**config.mk**
```make
export PLATFORM = sky130hd
export DESIGN_NAME = alu_core
export DESIGN_NICKNAME = d
export VERILOG_FILES = /design/src/rtl/alu_pkg.sv /design/src/rtl/alu_slice.sv /design/src/rtl/alu_sum_chain.sv /design/src/rtl/alu_flag_unit.sv /design/src/rtl/alu_zero_detect.sv /design/src/rtl/alu_core.sv
export SDC_FILE = /design/constraint.sdc
export NUM_CORES = 1
export LEC_CHECK = 0
export ABC_AREA = 1
export BUFFER_PORTS_ARGS = -buffer_cell sky130_fd_sc_hd__buf_4
export CAP_MARGIN = 20
export CORE_MARGIN = 3
export CORE_UTILIZATION = 30
export DETAILED_ROUTE_END_ITERATION = 10
export PLACE_DENSITY = 0.61
export SETUP_SLACK_MARGIN = 0.05
export SYNTH_ARGS = -nofsm -noshare
export SYNTH_HDL_FRONTEND = slang
export SYNTH_SLANG_ARGS = --single-unit
```
**constraint.sdc**
```tcl
create_clock -name vclk -period 22.2
set_input_delay 4.44 -clock vclk [all_inputs]
set_output_delay 4.44 -clock vclk [all_outputs]
set_load 0.05 [all_outputs]
```
**src/rtl/alu_pkg.sv**
```systemverilog
package alu_pkg;
   // Operation codes; bit 2 doubles as the B-invert / carry-in control.
   localparam logic [2:0] ALU_AND = 3'b000;
   localparam logic [2:0] ALU_OR  = 3'b001;
   localparam logic [2:0] ALU_ADD = 3'b010;
   localparam logic [2:0] ALU_SUB = 3'b110;
   localparam logic [2:0] ALU_SLT = 3'b111;

   localparam int unsigned ALU_OP_W = 3;

   function automatic logic alu_op_arith(input logic [2:0] op);
      return (op == ALU_ADD) || (op == ALU_SUB);
   endfunction
endpackage

```
**src/rtl/alu_slice.sv**
```systemverilog
// One-bit full-adder slice used for every bit below the sign bit.
module alu_slice (
   input  logic a_i,
   input  logic b_i,
   input  logic cin_i,
   output logic sum_o,
   output logic cout_o
);
   logic half;
   assign half   = a_i ^ b_i;
   assign sum_o  = half ^ cin_i;
   assign cout_o = (a_i & b_i) | (half & cin_i);
endmodule

```
**src/rtl/alu_sum_chain.sv**
```systemverilog
// Adder over the full width; RIPPLE selects slice chain or behavioural add.
module alu_sum_chain #(
   parameter int unsigned WIDTH  = 32,
   parameter bit          RIPPLE = 1'b1
) (
   input  logic [WIDTH-1:0] a_i,
   input  logic [WIDTH-1:0] b_i,
   input  logic             cin_i,
   output logic [WIDTH-1:0] sum_o
);
   localparam int unsigned MSB = WIDTH - 1;

   generate
      if (RIPPLE) begin : g_ripple
         logic [MSB:0] carry;
         assign carry[0] = cin_i;
         for (genvar i = 0; i < MSB; i++) begin : g_bit
            alu_slice u_slice (
               .a_i   (a_i[i]),
               .b_i   (b_i[i]),
               .cin_i (carry[i]),
               .sum_o (sum_o[i]),
               .cout_o(carry[i+1])
            );
         end
         // Sign slice: no carry-out is needed, overflow uses sign bits.
         assign sum_o[MSB] = a_i[MSB] ^ b_i[MSB] ^ carry[MSB];
      end else begin : g_behav
         assign sum_o = a_i + b_i + {{MSB{1'b0}}, cin_i};
      end
   endgenerate
endmodule

```
**src/rtl/alu_flag_unit.sv**
```systemverilog
// Sign-bit logic: overflow of the adder and the corrected less-than bit.
module alu_flag_unit (
   input  logic a_sign_i,
   input  logic b_eff_sign_i,
   input  logic sum_sign_i,
   output logic ovf_o,
   output logic less_o
);
   // With B already conditionally inverted, both add and subtract overflow
   // when the adder inputs agree in sign and the sum disagrees.
   assign ovf_o  = (a_sign_i ~^ b_eff_sign_i) & (sum_sign_i ^ a_sign_i);
   assign less_o = sum_sign_i ^ ovf_o;
endmodule

```
**src/rtl/alu_zero_detect.sv**
```systemverilog
module alu_zero_detect #(
   parameter int unsigned WIDTH = 32
) (
   input  logic [WIDTH-1:0] value_i,
   output logic             zero_o
);
   assign zero_o = ~|value_i;
endmodule

```
**src/rtl/alu_core.sv**
```systemverilog
module alu_core #(
   parameter int unsigned WIDTH  = 32,
   parameter bit          RIPPLE = 1'b1
) (
   input  logic [WIDTH-1:0] a_i,
   input  logic [WIDTH-1:0] b_i,
   input  logic [2:0]       op_i,
   output logic [WIDTH-1:0] result_o,
   output logic             zero_o,
   output logic             overflow_o
);
   import alu_pkg::*;

   localparam int unsigned MSB = WIDTH - 1;

   generate
      if (WIDTH < 2) begin : g_width_bad
         $error("alu_core: WIDTH must be at least 2");
      end
   endgenerate

   logic             binvert;
   logic [WIDTH-1:0] b_eff;
   logic [WIDTH-1:0] sum;
   logic             arith_ovf;
   logic             less;

   assign binvert = op_i[2];
   assign b_eff   = b_i ^ {WIDTH{binvert}};

   alu_sum_chain #(.WIDTH(WIDTH), .RIPPLE(RIPPLE)) u_chain (
      .a_i  (a_i),
      .b_i  (b_eff),
      .cin_i(binvert),
      .sum_o(sum)
   );

   alu_flag_unit u_flags (
      .a_sign_i    (a_i[MSB]),
      .b_eff_sign_i(b_eff[MSB]),
      .sum_sign_i  (sum[MSB]),
      .ovf_o       (arith_ovf),
      .less_o      (less)
   );

   always_comb begin
      unique case (op_i)
         ALU_AND:          result_o = a_i & b_i;
         ALU_OR:           result_o = a_i | b_i;
         ALU_ADD, ALU_SUB: result_o = sum;
         ALU_SLT:          result_o = {{MSB{1'b0}}, less};
         default:          result_o = '0;
      endcase
   end

   assign overflow_o = alu_op_arith(op_i) & arith_ovf;

   alu_zero_detect #(.WIDTH(WIDTH)) u_zero (
      .value_i(result_o),
      .zero_o (zero_o)
   );
endmodule

```
==> flow_metrics.env, run 1 <==
export IMPL_path_common_cell="fa_2"
export IMPL_first_iter_violations=90
export IMPL_finalCriticalPeriod_ps=21660
export IMPL_cp_required_ps=17760
export IMPL_crit_end="overflow_o"
export IMPL_tns_ps=0
export IMPL_ios=101
export IMPL_port_buffers=101
export IMPL_finalCritPeriodShare=0.976
export IMPL_maxCapViolCount=0
export IMPL_synth_nets=457
export IMPL_cp_num_cells=39
export IMPL_syn_avg_cell_area_um2=6.43
export IMPL_initial_core_util=0.313
export IMPL_rows=31
export IMPL_yosysWarningCount=0
export IMPL_critical_path_slowest_cell="fa_1"
export IMPL_regArea_um2=0
export IMPL_fin_area_mm2=0.00314
export IMPL_crit_type="input port to output port"
export IMPL_end_kind="output port"
export IMPL_synth_area_mm2=0.00231
export IMPL_overflow=0
export IMPL_area_growth_pct=36.2
export IMPL_dp_cells=540
export IMPL_grt_max_degree=65
export IMPL_setup_viol=0
export IMPL_cts_setup_buffers=0
export IMPL_die_x_um=93.7
export IMPL_path_max_fanout=3
export IMPL_slew_headroom=0.467
export IMPL_vias=2557
export IMPL_ant_nets=0
export IMPL_grt_pass1_vias=2495
export IMPL_tightest_slew_ps=799
export IMPL_layout_commonest_cell="buf_4"
export IMPL_worst_path_dominant_cell_family="adder cells"
export IMPL_rsz0062_at_grt="no"
export IMPL_drt_wirelength_per_cell_um=12.9
export IMPL_core_area_mm2=0.00737
export IMPL_drive_gt1_frac=0.320
export IMPL_fin_nets=541
export IMPL_leakage_nw=1.67
export IMPL_status="complete, no violations"
export IMPL_min_path_type="input port to output port"
export IMPL_numSequentialCells=0
export IMPL_fmax_ghz=0.0462
export IMPL_crit_path_start="b_i[0]"
export IMPL_dpl_hpwl_mm=5.45
export IMPL_arrival_ps=17220
export IMPL_via_per_inst=4.74
export IMPL_final_cells=540
export IMPL_drc=0
export IMPL_synth_distinct_cells=22
export IMPL_drv_slew=0
export IMPL_dpl_cell_area_mm2=0.00312
export IMPL_num_antenna_cells=0
export IMPL_grt_antenna_before_repair=0
export IMPL_grt_pass1_wl_mm=11.4
export IMPL_hold_viol_final=0
export IMPL_crit_buf_inv=3
export IMPL_startpoint_type="input port"
export IMPL_firstDrtPassIters=4
export IMPL_cpPeakStageDelay_ps=440
export IMPL_die_h_um=93.7
export IMPL_globalplace_congestion=0.854
export IMPL_grt_total_usage=0.153
export IMPL_die_area_mm2=0.00878
export IMPL_peakVddDrop_uv=17.9
export IMPL_power_per_cell_area_mw_per_mm2=36.2
export IMPL_nClkBuffers=0
export IMPL_synthCells=359
export IMPL_ys_seq_area_frac=0
export IMPL_drt_total_wl_mm=6.94
export IMPL_layout_common_cells="102 x buf_4, 85 x nand2_1, 68 x inv_1, 58 x nand3_1, 30 x xor2_1"
export IMPL_hold_slack_ps=9340
[kinds of logic after synthesis]
kind of cell,Yosys count,synth area share
xor+xnor,31,0.118
buf+inv,89,0.179
simple gates,204,0.422
fa+ha+maj,31,0.269
compound gates,4,0.0125
[power by group]
group	switching, mW	internal [mW]
registers	0	0
clock network	0	0
logic	0.0722	0.0415
[per-layer routing]
layer  up-vias  GRT usage  part of all wire
met2        78      0.281              0.50
met1      1195      0.209              0.45
li1       1284          -                 -
met3         0    0.00881             0.052
met5         -          0                 0
met4         0    0.00120                 0
[worst min-delay path by stage]
stage          cells past startpoint    start           end
2_1_floorplan                      2  op_i[1]    overflow_o
3_3_place_gp                       4  b_i[31]  result_o[31]
3_5_place_dp                       4  b_i[31]  result_o[31]
4_1_cts                            4  b_i[31]  result_o[31]
5_1_grt                            4  b_i[31]  result_o[31]
6_report                           4  b_i[31]  result_o[31]
[through the flow]
stage	worst slack, ps	total power, mW	utilization
after floorplan	87.8	0.0777	-
after global placement	142	0.113	0.423
after detailed placement	0.0870	0.114	0.423
after CTS	96.3	0.114	0.424
after global routing	75.6	0.126	0.426
final	543	0.114	0.426
[worst min-delay path, stage by stage]
cell	delay, ps
buf_4	100
o211ai_1	90
nand3_2	80
buf_4	190
[cells in the mapped netlist]
| cell type | count | area share |
|---|---|---|
| fa_1 | 31 | 0.27 |
| or2_2 | 1 | 0.0027 |
| nor2_1 | 23 | 0.037 |
| a2111oi_0 | 1 | 0.0038 |
| inv_1 | 68 | 0.11 |
| buf_4 | 5 | 0.016 |
| clkbuf_1 | 1 | 0.0016 |
| nor2_4 | 1 | 0.0049 |
| nand3_1 | 59 | 0.13 |
| buf_6 | 4 | 0.020 |
| nand3b_1 | 4 | 0.013 |
| xor2_1 | 30 | 0.11 |
| nand2_1 | 85 | 0.14 |
| o21ai_0 | 1 | 0.0022 |
| nand4_1 | 25 | 0.068 |
| xnor2_1 | 1 | 0.0038 |
| buf_2 | 8 | 0.017 |
| o211ai_1 | 2 | 0.0065 |
| nor2_8 | 1 | 0.0087 |
| clkbuf_8 | 2 | 0.012 |
| nand3_2 | 5 | 0.022 |
| inv_2 | 1 | 0.0016 |
[area by class of cell]
| type | count | area [um^2] |
|---|---|---|
| fillers | 805 | 4230 |
| multi-input cells | 270 | 1990 |
| repair buffers | 102 | 766 |
| inverters | 69 | 259 |
| well taps | 99 | 124 |
[timing repair]
| item | CTS | global route |
|---|---|---|
| hold endpoints to repair | 0 | 0 |
| pin swaps | 0 | 0 |
| endpoints found under the setup margin | 2 | 3 |
| resized for setup | 2 | 8 |
| hold buffers | 0 | 0 |
Note: power is estimated with default switching activity, not from simulation.
==> inputs of run 2 (changes only) <==
- PLACE_DENSITY: 0.61 -> 0.59
- clock period: 22.2 -> 25.3 ns (I/O delays scaled with it)
==> run 2 against run 1 <==
Global-route usage grew 0.66 points. Utilization shrank 1.3 points. Clock-buffer cell count is the same. Highest routed layer is now met4. Worst setup slack gained 360 ps. Wire length grew 1.9%.
==> flow_metrics.env, run 2 (same netlist as run 1, synthesis figures left out) <==
export IMPL_fmax_ghz=0.0410
export IMPL_finalCritPeriodShare=0.964
export IMPL_critical_path_slowest_cell="fa_1"
export IMPL_dpl_cell_area_mm2=0.00305
export IMPL_port_buffers=101
export IMPL_nClkBuffers=0
export IMPL_layout_common_cells="102 x buf_4, 85 x nand2_1, 68 x inv_1, 59 x nand3_1, 31 x fa_1"
export IMPL_grt_pass1_vias=2474
export IMPL_initial_core_util=0.313
export IMPL_rsz0062_at_grt="no"
export IMPL_regArea_um2=0
export IMPL_die_h_um=93.7
export IMPL_grt_pass1_wl_mm=11.7
export IMPL_leakage_nw=1.69
export IMPL_area_growth_pct=32.1
export IMPL_maxCapViolCount=0
export IMPL_die_area_mm2=0.00878
export IMPL_numSequentialCells=0
export IMPL_final_cells=540
export IMPL_slew_headroom=0.461
export IMPL_cpPeakStageDelay_ps=470
export IMPL_tightest_slew_ps=809
export IMPL_grt_total_usage=0.160
export IMPL_cts_setup_buffers=0
export IMPL_die_x_um=93.7
export IMPL_rows=31
export IMPL_via_per_inst=4.69
export IMPL_fill_cells=812
export IMPL_drive_gt1_frac=0.254
export IMPL_vias=2535
export IMPL_overflow=0
export IMPL_min_path_type="input port to output port"
export IMPL_startpoint_type="input port"
export IMPL_finalCriticalPeriod_ps=24390
export IMPL_firstDrtPassIters=4
export IMPL_status="complete, no violations"
export IMPL_cts_repair_resized=0
export IMPL_dp_cells=540
export IMPL_path_common_cell="fa_1"
export IMPL_drv_slew=0
export IMPL_layout_commonest_cell="buf_4"
export IMPL_grt_antenna_before_repair=0
export IMPL_drt_total_wl_mm=7.08
export IMPL_grt_max_degree=65
export IMPL_path_max_fanout=12
export IMPL_cts_hold_buf=0
export IMPL_cp_required_ps=20240
export IMPL_setup_viol=0
export IMPL_power_per_cell_area_mw_per_mm2=31.6
export IMPL_fin_area_mm2=0.00305
export IMPL_total_power_mw=0.0964
export IMPL_ant_nets=0
export IMPL_drt_wirelength_per_cell_um=13.1
export IMPL_globalplace_congestion=0.815
export IMPL_hold_viol_final=0
export IMPL_peakVddDrop_uv=17.8
export IMPL_ios=101
export IMPL_drc=0
export IMPL_multiInputGateArea_mm2=0.00190
export IMPL_core_area_mm2=0.00737
export IMPL_tns_ps=0
export IMPL_dpl_hpwl_mm=5.61
export IMPL_end_kind="output port"
export IMPL_crit_type="input port to output port"
export IMPL_arrival_ps=19330
export IMPL_fin_nets=541
export IMPL_num_antenna_cells=0
export IMPL_first_iter_violations=166
run 2: cell count changes in the layout (fill, tap and decap cells not counted):
cell | previous run | this run
nand3_1 | 58 | 59
nor2_1 | 22 | 23
fa_2 | 27 | 0
a2111oi_2 | 0 | 1
fa_1 | 4 | 31
o21ai_1 | 1 | 0
nand3_2 | 6 | 5
o21ai_0 | 0 | 1
a2111oi_4 | 1 | 0
nor2_4 | 2 | 1
run 2: worst max-delay path, delay by kind of cell:
family                     cells  cell delay (ps)
AOI/OAI and AO/OA              1              100
adders and majority gates     31            13110
buffers and inverters          5              580
and+or+nand+nor                7              460
run 2: where the power goes:
group          internal, mW  switching, mW  total (mW)
clock                     0              0           0
sequential                0              0           0
combinational        0.0345         0.0619      0.0964
total                0.0345         0.0619      0.0964
run 2: routing by layer:
| metal | up-vias | wire length (um) | GRT usage |
|---|---|---|---|
| li1 | 1285 | - | - |
| met1 | 1154 | 3120 | 0.226 |
| met2 | 94 | 3320 | 0.276 |
| met3 | 2 | 597 | 0.0144 |
| met4 | 0 | 40 | 0.00963 |
| met5 | - | 0 | 0 |
run 2: worst paths after layout:
check               start            to  slack, ps  depth (start not counted)
setup / recovery  op_i[2]        zero_o        910                         44
hold / removal    b_i[31]  result_o[31]      10590                          4
run 2: area by class of cell:
| type | count | area share |
|---|---|---|
| well taps | 99 | 0.0406 |
| inverters | 69 | 0.0849 |
| repair buffers | 102 | 0.251 |
| multi-input cells | 270 | 0.623 |
run 2: metrics by stage:
step	hold WS [ps]	worst slack, ps	utilization
4_1_cts	10600	770	0.414
6_report	10590	907	0.414
5_1_grt	10610	272	0.414
3_5_place_dp	10590	810	0.414
3_3_place_gp	10580	954	0.414
2_1_floorplan	10360	521	-
